File: config.mk
export PLATFORM = sky130hd
export DESIGN_NAME = hotswap_seq
export DESIGN_NICKNAME = d
export VERILOG_FILES = /design/src/rtl/hotswap_pkg.sv /design/src/rtl/hs_sync.sv /design/src/rtl/hs_ctrl.sv /design/src/rtl/hs_datapath.sv /design/src/rtl/hotswap_seq.sv
export SDC_FILE = /design/constraint.sdc
export NUM_CORES = 1
export LEC_CHECK = 0
export BUFFER_PORTS_ARGS = -buffer_cell sky130_fd_sc_hd__buf_2
export CAP_MARGIN = 15
export CORE_MARGIN = 3
export CORE_UTILIZATION = 40
export CTS_CLUSTER_DIAMETER = 30
export DETAILED_ROUTE_END_ITERATION = 10
export PLACE_DENSITY = 0.7
export SLEW_MARGIN = 25
export SYNTH_ARGS = -nofsm -noshare
export SYNTH_HDL_FRONTEND = slang
export SYNTH_SLANG_ARGS = --single-unit
File: constraint.sdc
create_clock -name clk -period 1.55 [get_ports clk]
set_clock_uncertainty 0.15 [all_clocks]
set_input_delay 0.31 -clock clk [delete_from_list [all_inputs] [get_ports clk]]
set_output_delay 0.31 -clock clk [all_outputs]
set_load 0.01 [all_outputs]
File: src/rtl/hotswap_pkg.sv
`timescale 1ns/1ps
package hotswap_pkg;

  typedef enum logic [1:0] {
    ST_OFF  = 2'd0,
    ST_RAMP = 2'd1,
    ST_ON   = 2'd2,
    ST_TRIP = 2'd3
  } hsState_e;

  // Strobes from control to datapath
  typedef struct packed {
    logic gateOn;    // drivers enabled this cycle
    logic tripSet;   // trip accepted at the coming edge
    logic powerUp;   // OFF -> RAMP at the coming edge
    logic timerRun;  // in ON state, reset timer counts
  } hsStrobe_t;

endpackage

File: src/rtl/hs_sync.sv
`timescale 1ns/1ps
module hs_sync #(
  parameter int WIDTH = 1,
  parameter logic [WIDTH-1:0] RST_VAL = '0
) (
  input  logic             clk,
  input  logic             rstN,
  input  logic [WIDTH-1:0] asyncIn,
  output logic [WIDTH-1:0] syncOut
);

  for (genvar i = 0; i < WIDTH; i++) begin : g_bit
    logic stage1, stage2;
    always_ff @(posedge clk or negedge rstN) begin
      if (!rstN) begin
        stage1 <= RST_VAL[i];
        stage2 <= RST_VAL[i];
      end else begin
        stage1 <= asyncIn[i];
        stage2 <= stage1;
      end
    end
    assign syncOut[i] = stage2;
  end

endmodule

File: src/rtl/hs_ctrl.sv
`timescale 1ns/1ps
module hs_ctrl
  import hotswap_pkg::*;
(
  input  logic      clk,
  input  logic      rstN,
  input  logic      selAN,
  input  logic      selBN,
  input  logic      hostEn,
  input  logic      pgSel,
  input  logic      ocTrip,
  output hsStrobe_t strb
);

  hsState_e state, stateNext;
  logic allowed;
  logic gatesOn;

  assign allowed = !selAN && !selBN && hostEn;
  assign gatesOn = (state == ST_RAMP) || (state == ST_ON);

  always_comb begin
    stateNext = state;
    unique case (state)
      ST_OFF:  if (allowed) stateNext = ST_RAMP;
      ST_RAMP: begin
        if (ocTrip)        stateNext = ST_TRIP;
        else if (!allowed) stateNext = ST_OFF;
        else if (pgSel)    stateNext = ST_ON;
      end
      ST_ON: begin
        if (ocTrip)        stateNext = ST_TRIP;
        else if (!allowed) stateNext = ST_OFF;
        else if (!pgSel)   stateNext = ST_RAMP;
      end
      ST_TRIP: if (!hostEn) stateNext = ST_OFF;
      default: stateNext = ST_OFF;
    endcase
  end

  always_ff @(posedge clk or negedge rstN) begin
    if (!rstN) state <= ST_OFF;
    else       state <= stateNext;
  end

  always_comb begin
    strb.gateOn   = gatesOn;
    strb.tripSet  = gatesOn && ocTrip;
    strb.powerUp  = (state == ST_OFF) && allowed;
    strb.timerRun = (state == ST_ON);
  end

  // gates on only after qualifying inputs at the previous edge
  assert_gate_qualified_R1: assert property (@(posedge clk) disable iff (!rstN)
    strb.gateOn |-> $past(allowed));

  // accepted trip lands in the tripped state
  assert_trip_latches_R3: assert property (@(posedge clk) disable iff (!rstN)
    strb.tripSet |=> (state == ST_TRIP));

  // tripped state held while host enable stays high
  assert_trip_held_R4: assert property (@(posedge clk) disable iff (!rstN)
    (state == ST_TRIP && hostEn) |=> (state == ST_TRIP));

endmodule

File: src/rtl/hs_datapath.sv
`timescale 1ns/1ps
module hs_datapath
  import hotswap_pkg::*;
#(
  parameter int RST_CYCLES = 8
) (
  input  logic      clk,
  input  logic      rstN,
  input  hsStrobe_t strb,
  input  logic      voltSel,
  input  logic      pgRail3,
  input  logic      pgRail5,
  output logic      pgSel,
  output logic      gate3En,
  output logic      gate5En,
  output logic      drvEnPd,
  output logic      faultPd,
  output logic      healthyPd,
  output logic      sigValidPd,
  output logic      cardRst
);

  localparam int CNT_W = $clog2(RST_CYCLES + 1);
  localparam logic [CNT_W-1:0] CNT_MAX = CNT_W'(RST_CYCLES);

  logic [CNT_W-1:0] rstCnt;
  logic             timerDone;
  logic             faultLatched;

  assign pgSel = voltSel ? pgRail3 : pgRail5;

  // Card reset timer
  assign timerDone = (rstCnt == CNT_MAX);
  always_ff @(posedge clk or negedge rstN) begin
    if (!rstN)                        rstCnt <= '0;
    else if (!strb.timerRun)          rstCnt <= '0;
    else if (!timerDone)              rstCnt <= rstCnt + 1'b1;
  end

  // Latched breaker fault
  always_ff @(posedge clk or negedge rstN) begin
    if (!rstN)             faultLatched <= 1'b0;
    else if (strb.tripSet) faultLatched <= 1'b1;
    else if (strb.powerUp) faultLatched <= 1'b0;
  end

  assign gate3En    = strb.gateOn;
  assign gate5En    = strb.gateOn;
  assign drvEnPd    = strb.gateOn;
  assign faultPd    = faultLatched;
  assign healthyPd  = strb.gateOn && pgSel;
  assign sigValidPd = strb.timerRun && timerDone && pgSel;
  assign cardRst    = !sigValidPd;

  // fault releases only together with the gates
  assert_fault_release_R4: assert property (@(posedge clk) disable iff (!rstN)
    $fell(faultLatched) |-> strb.gateOn);

  // signal valid implies healthy
  assert_valid_needs_health_R8: assert property (@(posedge clk) disable iff (!rstN)
    sigValidPd |-> healthyPd);

endmodule

File: src/rtl/hotswap_seq.sv
`timescale 1ns/1ps
module hotswap_seq
  import hotswap_pkg::*;
#(
  parameter int RST_CYCLES = 8
) (
  input  logic clk,
  input  logic rstN,
  input  logic selAN,
  input  logic selBN,
  input  logic hostEn,
  input  logic voltSel,
  input  logic ocTrip,
  input  logic pgRail3,
  input  logic pgRail5,
  output logic gate3En,
  output logic gate5En,
  output logic drvEnPd,
  output logic faultPd,
  output logic healthyPd,
  output logic sigValidPd,
  output logic cardRst
);

  logic [2:0] syncVec;
  hsStrobe_t  strb;
  logic       pgSel;

  hs_sync #(.WIDTH(3), .RST_VAL(3'b110)) u_sync (
    .clk(clk), .rstN(rstN),
    .asyncIn({selAN, selBN, hostEn}),
    .syncOut(syncVec)
  );

  hs_ctrl u_ctrl (
    .clk(clk), .rstN(rstN),
    .selAN(syncVec[2]), .selBN(syncVec[1]), .hostEn(syncVec[0]),
    .pgSel(pgSel), .ocTrip(ocTrip), .strb(strb)
  );

  hs_datapath #(.RST_CYCLES(RST_CYCLES)) u_dp (
    .clk(clk), .rstN(rstN), .strb(strb),
    .voltSel(voltSel), .pgRail3(pgRail3), .pgRail5(pgRail5),
    .pgSel(pgSel), .gate3En(gate3En), .gate5En(gate5En),
    .drvEnPd(drvEnPd), .faultPd(faultPd), .healthyPd(healthyPd),
    .sigValidPd(sigValidPd), .cardRst(cardRst)
  );

  // both gates and driver flag move together
  assert_gates_match_R5: assert property (@(posedge clk) disable iff (!rstN)
    (gate3En == gate5En) && (drvEnPd == gate3En));

endmodule

* Word level (Yosys, flattened, before mapping)
Cells that the tools add are included.
** Word-level totals
- Flip-flop bits (word level) :: 13
- Bits of input ports :: 9
- Output and inout bits :: 7
- Word-level logic and storage cells :: 47
** Cells by class
- $add $sub $neg :: 1
- Equality and inequality tests :: 9
- Muxes and demuxes :: 14
- Reductions and logical operators :: 14
** Operator list (count)
- $mux 2 :: 8
- $mux 4 :: 2
- $pmux 2 s4 :: 1
- $logic_and 1x1->1 :: 7
- $add 4x1->4 const B :: 1
- $eq 2x2->1 const B :: 2
- $eq 4x4->1 const B :: 1
- $ne 2x2->1 const B :: 2
- $ne 4x3->1 const B :: 1
- $ne 4x4->1 const B :: 1
- $reduce_and 4->1 :: 1
- $logic_not 1->1 :: 3
- $mux 1 :: 3
- $eq 2x1->1 const B :: 1
- $logic_not 2->1 :: 1
- $ne 2x1->1 const B :: 1
- $reduce_bool 2->1 :: 1
- $logic_or 1x1->1 :: 1

* Longest topological paths before layout
- Word-level depth :: 6
- Depth in mapped cells :: 5
- Mapped depth without buffers :: 5

* Modules after synthesis
A second synthesis with hierarchy kept.
** Second synthesis, totals
- Cells, all modules :: 67
- Area, all modules :: 729.4 µm²
** By module, submodules not included
- hs_datapath :: times used 1, cells an instance 32, area an instance 321.6 µm², seq. area each 125.1 µm²
- hs_ctrl :: times used 1, cells an instance 26, area an instance 230.2 µm², seq. area each 50.0 µm²
- hs_sync :: times used 1, cells an instance 9, area an instance 177.7 µm², seq. area each 155.1 µm²

* Worst setup path before layout
OpenSTA, ideal clock, no wires.
- Path type :: reg-to-reg
- Start point :: register u_ctrl.state[0]
- End point :: register u_ctrl.state[1]
- Library setup time :: 125 ps
- Data arrival time :: 1368 ps
- Required time :: 1275 ps
- Slack :: -93 ps
- Stages on the path, launching flop included :: 6
- Buffers on the path :: 0
- Clock period less this slack :: 1643 ps
- Cell sequence :: dfrtp_1 inv_1 ha_1 mux2i_1 o221ai_2 mux2_4
** Between the ends
- Cells in the longest elaborated chain, start to end :: 3
- Elaborated cells on any way between the ends :: 10
- Classes of those cells :: 7 x eq/ne; 1 x mux; 2 x reduce/logical
** Ends and longest elaborated chain
- start: declaration :: RTL line hs_ctrl.sv:15 : hsState_e state, stateNext;
- start signal: assignment :: RTL line hs_ctrl.sv:43 : else state <= stateNext;
- $eq 2x2->1, or another cell as far along :: RTL line hs_ctrl.sv:24 : unique case (state)
- $ne 4x4->1 (no source line), or another cell as far along
- $reduce_and 4->1 (no source line)
Several ways; a longest one is shown, not always the timed one.
A chain may end at the register's enable or synchronous reset.

* Worst setup path after layout
- Start point :: register u_ctrl.state[0]
- End point :: output port sigValidPd
** Between the ends
- Cells in the longest elaborated chain, start to end :: 3
** Ends and longest elaborated chain
- $eq 2x2->1 :: RTL line hs_ctrl.sv:50 : strb.timerRun = (state == ST_ON);
- $logic_and 1x1->1 (2 in series) :: RTL line hs_datapath.sv:52 : assign sigValidPd = strb.timerRun && timerDone && pgSel;
- end: declaration :: RTL line hotswap_seq.sv:21 : output logic sigValidPd,
Every way passes these cells.

==> qor.yml <==
setup_path:
  cp.arrival_ps: 1390
  ff2ff_path_depth: 7
  slowest_delay_ps: 400
  r2r_slack_ps: -160
  reg2reg_from: "u_ctrl.state[0]"
  path_cells: "inv_2 > ha_4 > and4b_1 > nand2b_2 > inv_1 > buf_2"
  critPathMaxFanout: 2
  cp_slowest_cell: "dfrtp_1"
  worst_setup_path_start_kind: "flop"
  path_class: "flop to primary output"
  cp.required_ps: 1090
  startpoint: "u_ctrl.state[0]"
  regToRegEndpoint: "u_ctrl.state[1]"
  endpoint_kind: "primary output"
drt:
  remaining_drc_errors: 0
  drt-wirelength-per-cell_um: 11.5
  firstDrtPassIters: 4
  drtIter0Drc: 4
  wl_um: 1280
  vias: 530
  via_per_inst: 4.77
  ant_nets: 0
clock_network:
  clock_latency_ps: 270
  cts.sinks: 13
  cts_tree: "built"
  cts_inserted_buffers: 3
  clk_pin_slew_ps: 80
  htree_levels: 1
  root_buffer: "clkbuf_4"
  clockBufferDepth: 2
place:
  dp.cells: 95
  portBuffers: 15
  place_ws_ps: -109
  dp.final_hpwl_um: 890
  gp_congestion: 0.730
synthesis:
  ys_seq_elements: 13
  syn-num-nets: 73
  synth_cells: 57
  yosys_warnings: 0
  synth.distinct_cells: 26
  netlist_area_sq_um: 672
  ys_seq_area_frac: 0.492
  syn_area_per_cell_sq_um: 11.8
pwr:
  ir_worst_vdd_uv: 1060
  finalPower_mw: 1.80
  leakagePower_nw: 0.497
  power_density_nw_per_um2: 1720
grt:
  grt_max_degree: 14
  antenna_found_initial: 0
  grt_usage: 0.140
  grt_pass1_wl_um: 2080
  first_global_vias: 526
  grt_overflow: 0
layout:
  diodes: 0
  instances_no_fill: 111
  final_util: 0.679
  nets: 112
  syn2layout_area_growth_pct: 55.7
  drive_above_1_share: 0.558
die:
  start_util: 0.436
  die_h_um: 47.0
  rows: 14
  ios: 16
  die_area_sq_um: 2210
  fp.coreArea_sq_um: 1540
  die_w_um: 47.0
timing:
  slew_viol_final: 0
  setup_ws_ps: -302
  rsz0062_at_grt: "true"
  setup_viol: 8
  clock.fmax_mhz: 540
  tightest_slew_ps: 315
  period_needed_ps: 1850
  fin_crit_sh: 1.19
  slew_headroom: 0.786
  hold_violations: 0
run_status:
  status: "complete, but fails checks"
  violations: "setup timing"
worst_hold_path:
  hold-path-endpoint: "u_dp.faultPd"
  whs_path_depth: 2
  worstHoldStart: "ocTrip"
  hold_path.class: "primary input to flop"
run:
  cap_violations: 0
flip-flops by register name (all words and copies together), names as in the netlist:
name	count
u_sync.g_bit.stage2	3
u_dp.faultPd	1
u_ctrl.state	2
u_sync.g_bit.stage1	3
u_dp.rstCnt	4
worst max path at each step:
stage,slack (ps),depth (start not counted),end
CTS,-300,5,healthyPd
floorplan,-10,5,u_ctrl.state[1]
finish,-300,6,sigValidPd
detailed placement,-110,5,u_ctrl.state[1]
global route,-380,5,healthyPd
global placement,-80,5,u_ctrl.state[1]
power by group:
group	internal [mW]	total, mW	switching (mW)	leakage [nW]
clock	0.0955	0.207	0.112	0.0177
combinational	0.699	1.15	0.451	0.325
sequential	0.400	0.442	0.0416	0.154
metal layers:
metal	track usage	part of all wire	up-vias
li1	-	-	265
met5	0	0	-
met1	0.171	0.44	247
met4	0.0829	0.0078	0
met2	0.222	0.49	16
met3	0.0345	0.059	2
critical path: cells and delay by family, from the launching register on:
kind / cells / cell delay (ps)
adder cells (fa/ha/maj): 1 / 140
buffers and inverters: 3 / 270
flip-flops: 1 / 400
AND/OR/NAND/NOR: 2 / 310
synthesized netlist by cell type:
master / number / area, sq um
a21oi_1: 2 / 10.0
a22o_1: 1 / 8.76
and2_1: 1 / 6.26
and4b_1: 1 / 10.0
buf_4: 2 / 15.0
dfrtp_1: 9 / 225
dfstp_2: 4 / 105
ha_1: 7 / 87.6
inv_1: 6 / 22.5
mux2_4: 1 / 15.0
mux2i_1: 2 / 20.0
mux2i_2: 1 / 13.8
nand2_1: 4 / 15.0
nand2b_1: 1 / 6.26
nand2b_2: 1 / 8.76
nand3_1: 2 / 10.0
nand4b_1: 1 / 8.76
nor2_1: 2 / 7.51
nor2b_1: 1 / 6.26
nor3_1: 1 / 5.00
nor3b_2: 1 / 12.5
o21ai_0: 1 / 5.00
o21ai_1: 1 / 5.00
o21ba_1: 1 / 10.0
o221ai_2: 1 / 15.0
xnor2_1: 2 / 17.5
cells by family (layout without fill, tap and decap cells):
logic type | after synthesis | in the layout | share of synthesized area
compound gates | 7 | 7 | 0.0801
flops | 13 | 13 | 0.492
xor+xnor | 2 | 2 | 0.0261
buf+inv | 8 | 46 | 0.0559
mux | 4 | 4 | 0.0726
fa+ha+maj | 7 | 7 | 0.130
simple gates | 16 | 16 | 0.143
final cells by class:
type                       instances  area, sq um
timing repair buffer              36          285
multi-input combinational         36          359
inverter                           6         22.5
fill                             121          495
tap                               16         20.0
clock inverter                     1         5.00
sequential                        13          332
clock buffer                       3         22.5
per-stage QoR:
stage	instance area (sq um)	TNS [ps]	hold WS, ps
6_report	1050	-1770	185
5_1_grt	1050	-2380	179
4_1_cts	998	-1620	170
3_5_place_dp	832	-275	58.1
3_3_place_gp	832	-209	57.4
2_1_floorplan	684	-15.5	-136
placed cells by master, fill, tap and decap left out, types with 2 or more instances in the layout:
cell type      synthesis  routed
xnor2_1                2       2
nand3_1                2       2
inv_1                  6       4
dfstp_2                4       4
buf_2                  0      12
ha_1                   7       4
buf_6                  0       6
ha_4                   0       3
nor2_1                 2       2
clkbuf_4               0       3
dlygate4sd3_1          0       4
a21oi_1                2       2
o21ai_1                1       2
inv_2                  0       2
nand2_1                4       4
buf_4                  2      13
dfrtp_1                9       8
what timing repair did:
| item | CTS | global route |
|---|---|---|
| pin swaps | 3 | 5 |
| hold buffers | 4 | 0 |
| endpoints found under the hold margin | 12 | 0 |
| gates resized for setup | 8 | 8 |
| setup endpoints to repair | 8 | 11 |
| buffers inserted | 6 | 4 |
(Power assumes the default switching activity.)
